==> src/rtl/spi_slv_pkg.sv <==
package spi_slv_pkg;
    typedef enum logic [1:0] {
        ST_IDLE   = 2'd0,
        ST_SHIFT  = 2'd1,
        ST_FROZEN = 2'd2
    } slv_state_e;
endpackage

==> src/rtl/spi_slv_sync.sv <==
// Multi-stage synchronizer for a small vector of asynchronous inputs.
module spi_slv_sync #(
    parameter int          W       = 3,
    parameter int          STAGES  = 2,
    parameter logic [W-1:0] RST_VAL = '0
) (
    input  logic         clk,
    input  logic         rst_n,
    input  logic [W-1:0] d_in,
    output logic [W-1:0] q
);
    logic [W-1:0] stage [STAGES];

    always_ff @(posedge clk or negedge rst_n) begin
        if (!rst_n) begin
            for (int i = 0; i < STAGES; i++) stage[i] <= RST_VAL;
        end else begin
            stage[0] <= d_in;
            for (int i = 1; i < STAGES; i++) stage[i] <= stage[i-1];
        end
    end

    assign q = stage[STAGES-1];
endmodule

==> src/rtl/spi_slv_edges.sv <==
// Leading/trailing clock edge and select-fall detection.
module spi_slv_edges (
    input  logic clk,
    input  logic rst_n,
    input  logic cpol,
    input  logic sclk_s,
    input  logic csn_s,
    output logic lead,
    output logic trail,
    output logic cs_fall
);
    logic sclk_d, csn_d;
    logic rise, fall;

    always_ff @(posedge clk or negedge rst_n) begin
        if (!rst_n) begin
            sclk_d <= 1'b0;
            csn_d  <= 1'b1;
        end else begin
            sclk_d <= sclk_s;
            csn_d  <= csn_s;
        end
    end

    assign rise    = sclk_s & ~sclk_d;
    assign fall    = ~sclk_s & sclk_d;
    assign lead    = cpol ? fall : rise;
    assign trail   = cpol ? rise : fall;
    assign cs_fall = csn_d & ~csn_s;
endmodule

==> src/rtl/spi_slv_txhold.sv <==
// One-entry transmit holding register with sticky underrun.
module spi_slv_txhold #(
    parameter int W = 8
) (
    input  logic         clk,
    input  logic         rst_n,
    input  logic         ld,
    input  logic [W-1:0] ld_data,
    input  logic         take,
    output logic         full,
    output logic [W-1:0] out_data,
    output logic         underrun
);
    logic [W-1:0] data_q;

    always_ff @(posedge clk or negedge rst_n) begin
        if (!rst_n) begin
            full     <= 1'b0;
            data_q   <= '0;
            underrun <= 1'b0;
        end else begin
            if (take && full) begin
                full <= 1'b0;
            end else if (ld && !full) begin
                full   <= 1'b1;
                data_q <= ld_data;
            end
            if (take && !full) underrun <= 1'b1;
        end
    end

    assign out_data = full ? data_q : '0;
endmodule

==> src/rtl/spi_slv_phase.sv <==
module spi_slv_phase
    import spi_slv_pkg::*;
#(
    parameter int WORD_W      = 8,
    parameter int SYNC_STAGES = 2
) (
    input  logic              clk,
    input  logic              rst_n,
    input  logic              cfg_cpol,
    input  logic              cfg_cpha,
    input  logic              spi_sclk,
    input  logic              spi_csn,
    input  logic              spi_mosi,
    output logic              spi_miso,
    output logic              spi_miso_oe,
    input  logic [WORD_W-1:0] tx_data,
    input  logic              tx_load,
    output logic              tx_full,
    output logic              tx_underrun,
    output logic [WORD_W-1:0] rx_data,
    output logic              rx_valid
);
    localparam int CNT_W = (WORD_W > 1) ? $clog2(WORD_W) : 1;
    localparam logic [CNT_W-1:0] LAST_BIT = CNT_W'(WORD_W - 1);

    logic              sclk_s, mosi_s, csn_s;
    logic              lead, trail, cs_fall;
    logic              cs_on;
    slv_state_e        state, state_nx;
    logic [CNT_W-1:0]  bit_cnt;
    logic [WORD_W-1:0] rx_sh, tx_sh, hold_data;
    logic              take_ph0, start_ph1, take;
    logic              sample_evt, shift_evt, last_bit;

    spi_slv_sync #(.W(3), .STAGES(SYNC_STAGES), .RST_VAL(3'b100)) u_sync (
        .clk  (clk),
        .rst_n(rst_n),
        .d_in ({spi_csn, spi_mosi, spi_sclk}),
        .q    ({csn_s, mosi_s, sclk_s})
    );

    spi_slv_edges u_edges (
        .clk    (clk),
        .rst_n  (rst_n),
        .cpol   (cfg_cpol),
        .sclk_s (sclk_s),
        .csn_s  (csn_s),
        .lead   (lead),
        .trail  (trail),
        .cs_fall(cs_fall)
    );

    spi_slv_txhold #(.W(WORD_W)) u_hold (
        .clk     (clk),
        .rst_n   (rst_n),
        .ld      (tx_load),
        .ld_data (tx_data),
        .take    (take),
        .full    (tx_full),
        .out_data(hold_data),
        .underrun(tx_underrun)
    );

    assign cs_on      = ~csn_s;
    assign last_bit   = (bit_cnt == LAST_BIT);
    // phase 0: transmit word is fixed at select fall
    assign take_ph0   = ~cfg_cpha && (state == ST_IDLE) && cs_fall;
    // phase 1: every word begins at its first leading edge
    assign start_ph1  = cfg_cpha && (state == ST_SHIFT) && cs_on && lead && (bit_cnt == '0);
    assign take       = take_ph0 | start_ph1;
    assign sample_evt = (state == ST_SHIFT) && cs_on && (cfg_cpha ? trail : lead);
    assign shift_evt  = (state == ST_SHIFT) && cs_on &&
                        (cfg_cpha ? (lead && (bit_cnt != '0)) : trail);

    // state register
    always_ff @(posedge clk or negedge rst_n) begin
        if (!rst_n) state <= ST_IDLE;
        else        state <= state_nx;
    end

    always_comb begin
        state_nx = state;
        unique case (state)
            ST_IDLE:   if (cs_fall) state_nx = ST_SHIFT;
            ST_SHIFT: begin
                if (!cs_on)                                   state_nx = ST_IDLE;
                else if (sample_evt && last_bit && !cfg_cpha) state_nx = ST_FROZEN;
            end
            ST_FROZEN: if (!cs_on) state_nx = ST_IDLE;
            default:   state_nx = ST_IDLE;
        endcase
    end

    // shifters, counter and received-word outputs
    always_ff @(posedge clk or negedge rst_n) begin
        if (!rst_n) begin
            bit_cnt  <= '0;
            rx_sh    <= '0;
            tx_sh    <= '0;
            rx_data  <= '0;
            rx_valid <= 1'b0;
        end else begin
            rx_valid <= 1'b0;
            if (take)           tx_sh <= hold_data;
            else if (shift_evt) tx_sh <= {tx_sh[WORD_W-2:0], 1'b0};

            if (!cs_on || state != ST_SHIFT) begin
                bit_cnt <= '0;
            end else if (sample_evt) begin
                rx_sh <= {rx_sh[WORD_W-2:0], mosi_s};
                if (last_bit) begin
                    bit_cnt  <= '0;
                    rx_valid <= 1'b1;
                    rx_data  <= {rx_sh[WORD_W-2:0], mosi_s};
                end else begin
                    bit_cnt <= bit_cnt + 1'b1;
                end
            end
        end
    end

    // pad outputs
    always_comb begin
        spi_miso    = tx_sh[WORD_W-1];
        spi_miso_oe = (state != ST_IDLE);
    end
endmodule

==> config.mk <==
export PLATFORM = sky130hd
export DESIGN_NAME = spi_slv_phase
export DESIGN_NICKNAME = d
export VERILOG_FILES = /design/src/rtl/spi_slv_pkg.sv /design/src/rtl/spi_slv_sync.sv /design/src/rtl/spi_slv_edges.sv /design/src/rtl/spi_slv_txhold.sv /design/src/rtl/spi_slv_phase.sv
export SDC_FILE = /design/constraint.sdc
export NUM_CORES = 1
export LEC_CHECK = 0
export ABC_CLOCK_PERIOD_IN_PS = 2000
export CORE_UTILIZATION = 44
export DETAILED_ROUTE_END_ITERATION = 7
export GPL_TIMING_DRIVEN = 0
export PLACE_DENSITY = 0.7
export SETUP_SLACK_MARGIN = 0.5
export SLEW_MARGIN = 25
export SYNTH_ARGS = -nofsm -noshare
export SYNTH_HDL_FRONTEND = slang
export SYNTH_SLANG_ARGS = --single-unit
==> constraint.sdc <==
create_clock -name clk -period 2 [get_ports clk]
set_input_delay 0.2 -clock clk [delete_from_list [all_inputs] [get_ports clk]]
set_output_delay 0.2 -clock clk [all_outputs]
set_load 0.01 [all_outputs]
# Yosys cells after proc, flatten, opt, wreduce, memory -nomap -nowiden
# Index checks and enable logic that the tools add are counted.
# word_totals
reg_bits	47
in_bits	16
output_inout_bits	13
elab_cells	80
# op_classes
add_sub_neg	1
eq_ne	7
n_mux	20
bitwise_logic	10
n_reduce_logical	29
# ops
cell	n
$mux 8	3
$logic_and 1x1->1	15
$mux 1	9
$mux 3	3
$mux 2	4
$reduce_bool 2->1	4
$not 1->1	6
$pmux 2 s3	1
$reduce_and 3->1	2
$ne 2x1->1 const B	2
$reduce_and 2->1	2
$add 3x1->3 const B	1
$and 1x1->1	3
$eq 3x3->1 const B	1
$logic_not 3->1	1
$ne 3x1->1 const B	1
$reduce_bool 3->1	1
$eq 2x1->1 const B	1
$eq 2x2->1 const B	1
$logic_not 1->1	2
$logic_not 2->1	1
$ne 2x2->1 const B	1
$logic_or 1x1->1	1
$or 1x1->1	1

# Logic depth before layout (Yosys ltp)
# logic_depth
depth_word	10
depth_mapped	7

# Modules after synthesis
# Synthesis repeated with hierarchy kept, for this count alone.
# hier_totals
hier_cells	150
hier_area_um2	2082.0
# by_module_without_submodules
module	n_inst	cells_each	area_per_inst_um2	seq_area_each_um2
spi_slv_phase	1	103	1346.3	725.7
spi_slv_txhold	1	31	469.2	250.2
spi_slv_sync	1	9	175.2	152.6
spi_slv_edges	1	7	91.3	51.3

# Worst setup path after synthesis
# No wires, ideal clock.
# synth_timing
path_type	reg2reg
from	register state[1]
to	register tx_sh[6]
setup_ps	134
arrival_ps	1414
t_required_ps	1866
path_slack_ps	452
stages_incl_launch_ff	6
path_buffers	1
synth_period_minus_slack_ps	1548
path_cell_list	dfrtp_1 nor3b_1 buf_2 o2111ai_1 nand3b_1 a31oi_2
# synth_via
elab_chain_cells	7
elab_cells_between_ends	13
classes_between	eq/ne: 1; mux: 1; bitwise: 1; reduce/logical: 10
# synth_lines
item	line	source
start: declaration	spi_slv_phase.sv:29	slv_state_e state, state_nx;
start signal: assignment	spi_slv_phase.sv:78	else state <= state_nx;
$eq 2x1->1	spi_slv_phase.sv:69, spi_slv_phase.sv:72	
$logic_and 1x1->1 (4 in a row)	spi_slv_phase.sv:69	assign start_ph1 = cfg_cpha && (state == ST_SHIFT) && cs_on && lead && (bit_cnt == '0);
$or 1x1->1	spi_slv_phase.sv:70	assign take = take_ph0 | start_ph1;
$mux 8 or $reduce_bool 2->1 (tied branches)	n/a	
end signal: assignment	spi_slv_phase.sv:104	if (take) tx_sh <= hold_data;
end signal: assignment	spi_slv_phase.sv:105	else if (shift_evt) tx_sh <= {tx_sh[WORD_W-2:0], 1'b0};
end: declaration	spi_slv_phase.sv:31	logic [WORD_W-1:0] rx_sh, tx_sh, hold_data;
# Several ways; a longest one is shown, not always the timed one.
# A chain may end at the register's enable or synchronous reset.

# Worst setup path after layout
# layout_timing
from	register u_sync.stage, in the netlist u_sync.q[2]
to	register tx_sh[4]
# layout_via
elab_chain_cells	6
elab_cells_between_ends	11
classes_between	mux: 1; bitwise: 3; reduce/logical: 7
# layout_lines
item	line	source
start: declaration	spi_slv_sync.sv:12	logic [W-1:0] stage [STAGES];
$not 1->1 *	spi_slv_edges.sv:29, spi_slv_phase.sv:64	
$logic_and 1x1->1 (3 in a row)	spi_slv_phase.sv:69	
$or 1x1->1	spi_slv_phase.sv:70	
$mux 8 or $reduce_bool 2->1 (tied branches)	n/a	
# Mark *: on every way between the ends. The rest lies on a longest branch, timed or not.

==> impl_metrics.py <==
metrics = {
    "clock_network": {
        "cts_tree": "done",
        "worstSkewPairLatency_ns": 0.30,
        "root_buffer": "clkbuf_8",
        "path_clk_slew_ns": 0.08,
        "htree_levels": 2,
        "clock-sinks": 47,
        "numCtsBuffers": 5,
        "cts.path.max_buffers": 2,
    },
    "synthesis": {
        "synth_edf_count": 0,
        "synth-compound-area-share_pct": 11.0,
        "synthCells": 148,
        "ys.flop_type": "dfrtp_1",
        "synthesis.nets": 167,
        "yosys.area_share.simple_pct": 8.21,
        "yosysUniqueCellTypes": 35,
        "syn-cell-area_mm2": 0.00203,
        "syn_avg_cell_area_um2": 13.7,
        "synthXorXnorAreaFrac_pct": 0.802,
        "ys_seq_elements": 47,
        "ys_seq_area_share_pct": 58.2,
        "ys_warn_count": 0,
        "synthAdderAreaFrac_pct": 1.85,
        "synth.area.mux_share_pct": 17.2,
        "synth_top_family_by_area": "multiplexers",
        "async_flop_share_pct": 100,
    },
    "power": {
        "finalPower_w": 0.00251,
        "p_per_area_mw_per_mm2": 879,
        "ir_drop_mv": 0.688,
        "cellLeakagePower_nw": 1.29,
    },
    "drt": {
        "drc_errors": 0,
        "wl_per_cell_um": 16.7,
        "ant_nets": 0,
        "vias": 1425,
        "drt_iter0_drc": 50,
        "drt-vias-per-instance": 5.46,
        "drt-total-wl_um": 4370,
        "drtPass1Iterations": 4,
    },
    "setup_path": {
        "cp.depth": 6,
        "r2r_cells": 6,
        "worst-path-buf-inv": 2,
        "cpMaxStageDelayCell": "dfstp_2",
        "crit_chain": "nor2_2 -> and3_4 -> clkbuf_8 -> clkbuf_8 -> o211ai_1 -> a31oi_1",
        "path_delay_family": "flip-flops",
        "cp_max_fo": 10,
        "rr_startpoint": "u_sync.q[2]",
        "critPathCapture": "tx_sh[4]",
        "rr_endpoint": "tx_sh[4]",
        "cp.arrival_ns": 1.76,
        "cp_data_required_time_ns": 2.17,
        "endpoint_kind": "register",
        "startpoint_type": "register",
        "critPathKind": "reg2reg",
        "crit_top_cell": "clkbuf_8",
        "reg2reg_slack_ns": 0.41,
        "critPathLaunch": "u_sync.q[2]",
        "cpPeakStageDelay_ns": 0.59,
    },
    "die": {
        "fp-row-count": 24,
        "start_util_pct": 46.2,
        "fp.dieW_um": 69.9,
        "die_y_um": 69.9,
        "io_pins": 29,
        "die_area_mm2": 0.00488,
        "coreArea_mm2": 0.00438,
    },
    "sta": {
        "hold_slack_ns": 0.304,
        "rsz0062_at_grt": "yes",
        "period_share_pct": 79.6,
        "slew_viol_final": 0,
        "finalSetupViolCount": 0,
        "finalHoldViolCount": 0,
        "period_needed_ns": 1.59,
        "timing.fmax_ghz": 0.629,
        "final.setup_skew_ns": 0.00480,
        "tightest_slew_ns": 0.443,
        "max_slew_margin_pct": 70.4,
    },
    "grt": {
        "grt_pass1_vias": 1550,
        "grt_pass1_wl_um": 7530,
        "track_usage_pct": 20.0,
        "grt_max_degree": 35,
        "grt_overflow_total": 0,
        "antenna_found_initial": 0,
    },
    "final_layout": {
        "n_antenna_cell": 0,
        "finalNetCount": 227,
        "drive_above_1_share_pct": 43.1,
        "area_growth_pct": 40.9,
    },
    "placed_design": {
        "place_congestion": 0.729,
        "port_buffers": 28,
        "hpwl_um": 2770,
    },
    "hold_path": {
        "worstHoldPathType": "in2reg",
    },
    "outcome": {
        "status": "finished, final reports clean",
    },
    "flow_run": {
        "maxCapViolations": 0,
    },
}
how the worst min path moves through the flow:
stage,from,to,slack (ns),cells after the start
2_1_floorplan,rst_n,bit_cnt[0],-0.1,0
3_5_place_dp,rst_n,u_hold.data_q[3],0.12,1
4_1_cts,spi_csn,u_sync.stage[5],0.29,1
5_1_grt,spi_csn,u_sync.stage[5],0.30,1
6_report,spi_csn,u_sync.stage[5],0.30,1
3_3_place_gp,u_sync.stage[4],u_sync.q[1],0.33,0
Yosys cell counts (all sizes together) (2+ instances only):
cell type,instances,area share [%]
clkbuf,5,0.93
inv,4,0.74
ha,3,1.9
a211oi,7,2.6
dfstp,3,3.9
a31oi,7,2.5
dfrtp,44,54
mux2i,5,3.1
o211ai,7,2.6
nor2,8,1.5
nand2,3,0.68
nand3b,6,2.2
a21o,2,0.74
nor2b,2,0.62
nand2b,2,0.62
mux2,23,14
nor3b,2,0.74
buf,3,1.0
logic make-up (layout without fill, tap and decap cells):
family	Yosys count	after routing
flip-flops	47	47
AO/OA/AOI/OAI	29	29
multiplexers	28	28
AND/OR/NAND/NOR	28	28
buffers and inverters	12	73
adder cells (fa/ha/maj)	3	3
XOR/XNOR	1	1
repair_timing:
action / 4_1_cts / 5_1_grt
pin swaps: 10 / 9
hold endpoints to repair: 13 / 0
buffers inserted: 15 / 7
setup endpoints to repair: 32 / 27
gates cloned: 1 / 0
hold buffers: 1 / 0
gates resized for setup: 43 / 6
metal layers:
metal / wire, um / share of wire, % / track usage [%] / vias to the layer above
met4: 108 / 2.5 / 9.33 / 0
met5: 0 / 0 / 0 / -
met3: 154 / 3.5 / 4.62 / 10
li1: - / - / - / 655
met2: 2240 / 51 / 33.3 / 43
met1: 1860 / 43 / 24.6 / 717
state kept, by name, summed over array words and instances (netlist names):
signal and count:
u_hold.underrun 1, u_edges.csn_d 1, rx_data 8, u_sync.stage 3
u_edges.sclk_d 1, u_hold.full 1, u_hold.data_q 8, state 2
u_sync.q 3, bit_cnt 3, tx_sh 8, rx_sh 7
rx_valid 1
worst register-to-register path, cell delays in order (launching register included):
cell and delay [ns]:
dfstp_2 0.59, nor2_2 0.06, and3_4 0.15, clkbuf_8 0.15, clkbuf_8 0.16, o211ai_1 0.24, a31oi_1 0.13
power by group:
group / switching [W] / internal [W] / leakage (nW)
Sequential: 0.000138 / 0.00116 / 0.579
Combinational: 0.000252 / 0.000345 / 0.655
Clock: 0.000303 / 0.000316 / 0.0515
layout by cell type (no fill, tap or decap), types with 5 or more instances in the layout:
cell type	Yosys	final
buf_4	0	20
clkbuf_8	0	9
dfrtp_1	44	43
nand3b_1	6	6
mux2_2	16	16
a31oi_1	6	6
o211ai_1	7	7
mux2_4	7	7
clkdlybuf4s50_1	0	24
buf_6	1	5
nor2_1	8	6
metrics by stage:
stage               area, um2  utilization, %  setup slack (ns)  setup TNS [ns]  std cells
floorplan                2030               -             0.512               0        148
global route             2860            65.2             0.325               0        261
CTS                      2770            63.3             0.429               0        254
finish                   2860            65.2             0.409               0        261
detailed placement       2390            54.6            -0.371           -6.33        229
global placement         2380            54.2            -0.387          -22.08        228
cell type report:
class / count / area [um2]
Fill cell: 319 / 1530
Sequential cell: 47 / 1180
Multi-Input combinational cell: 89 / 916
Timing Repair Buffer: 53 / 485
Clock buffer: 8 / 100
Buffer: 8 / 93.8
Tap cell: 52 / 65.1
Inverter: 4 / 15.0
No activity file was read; power rests on OpenSTA's default activity.
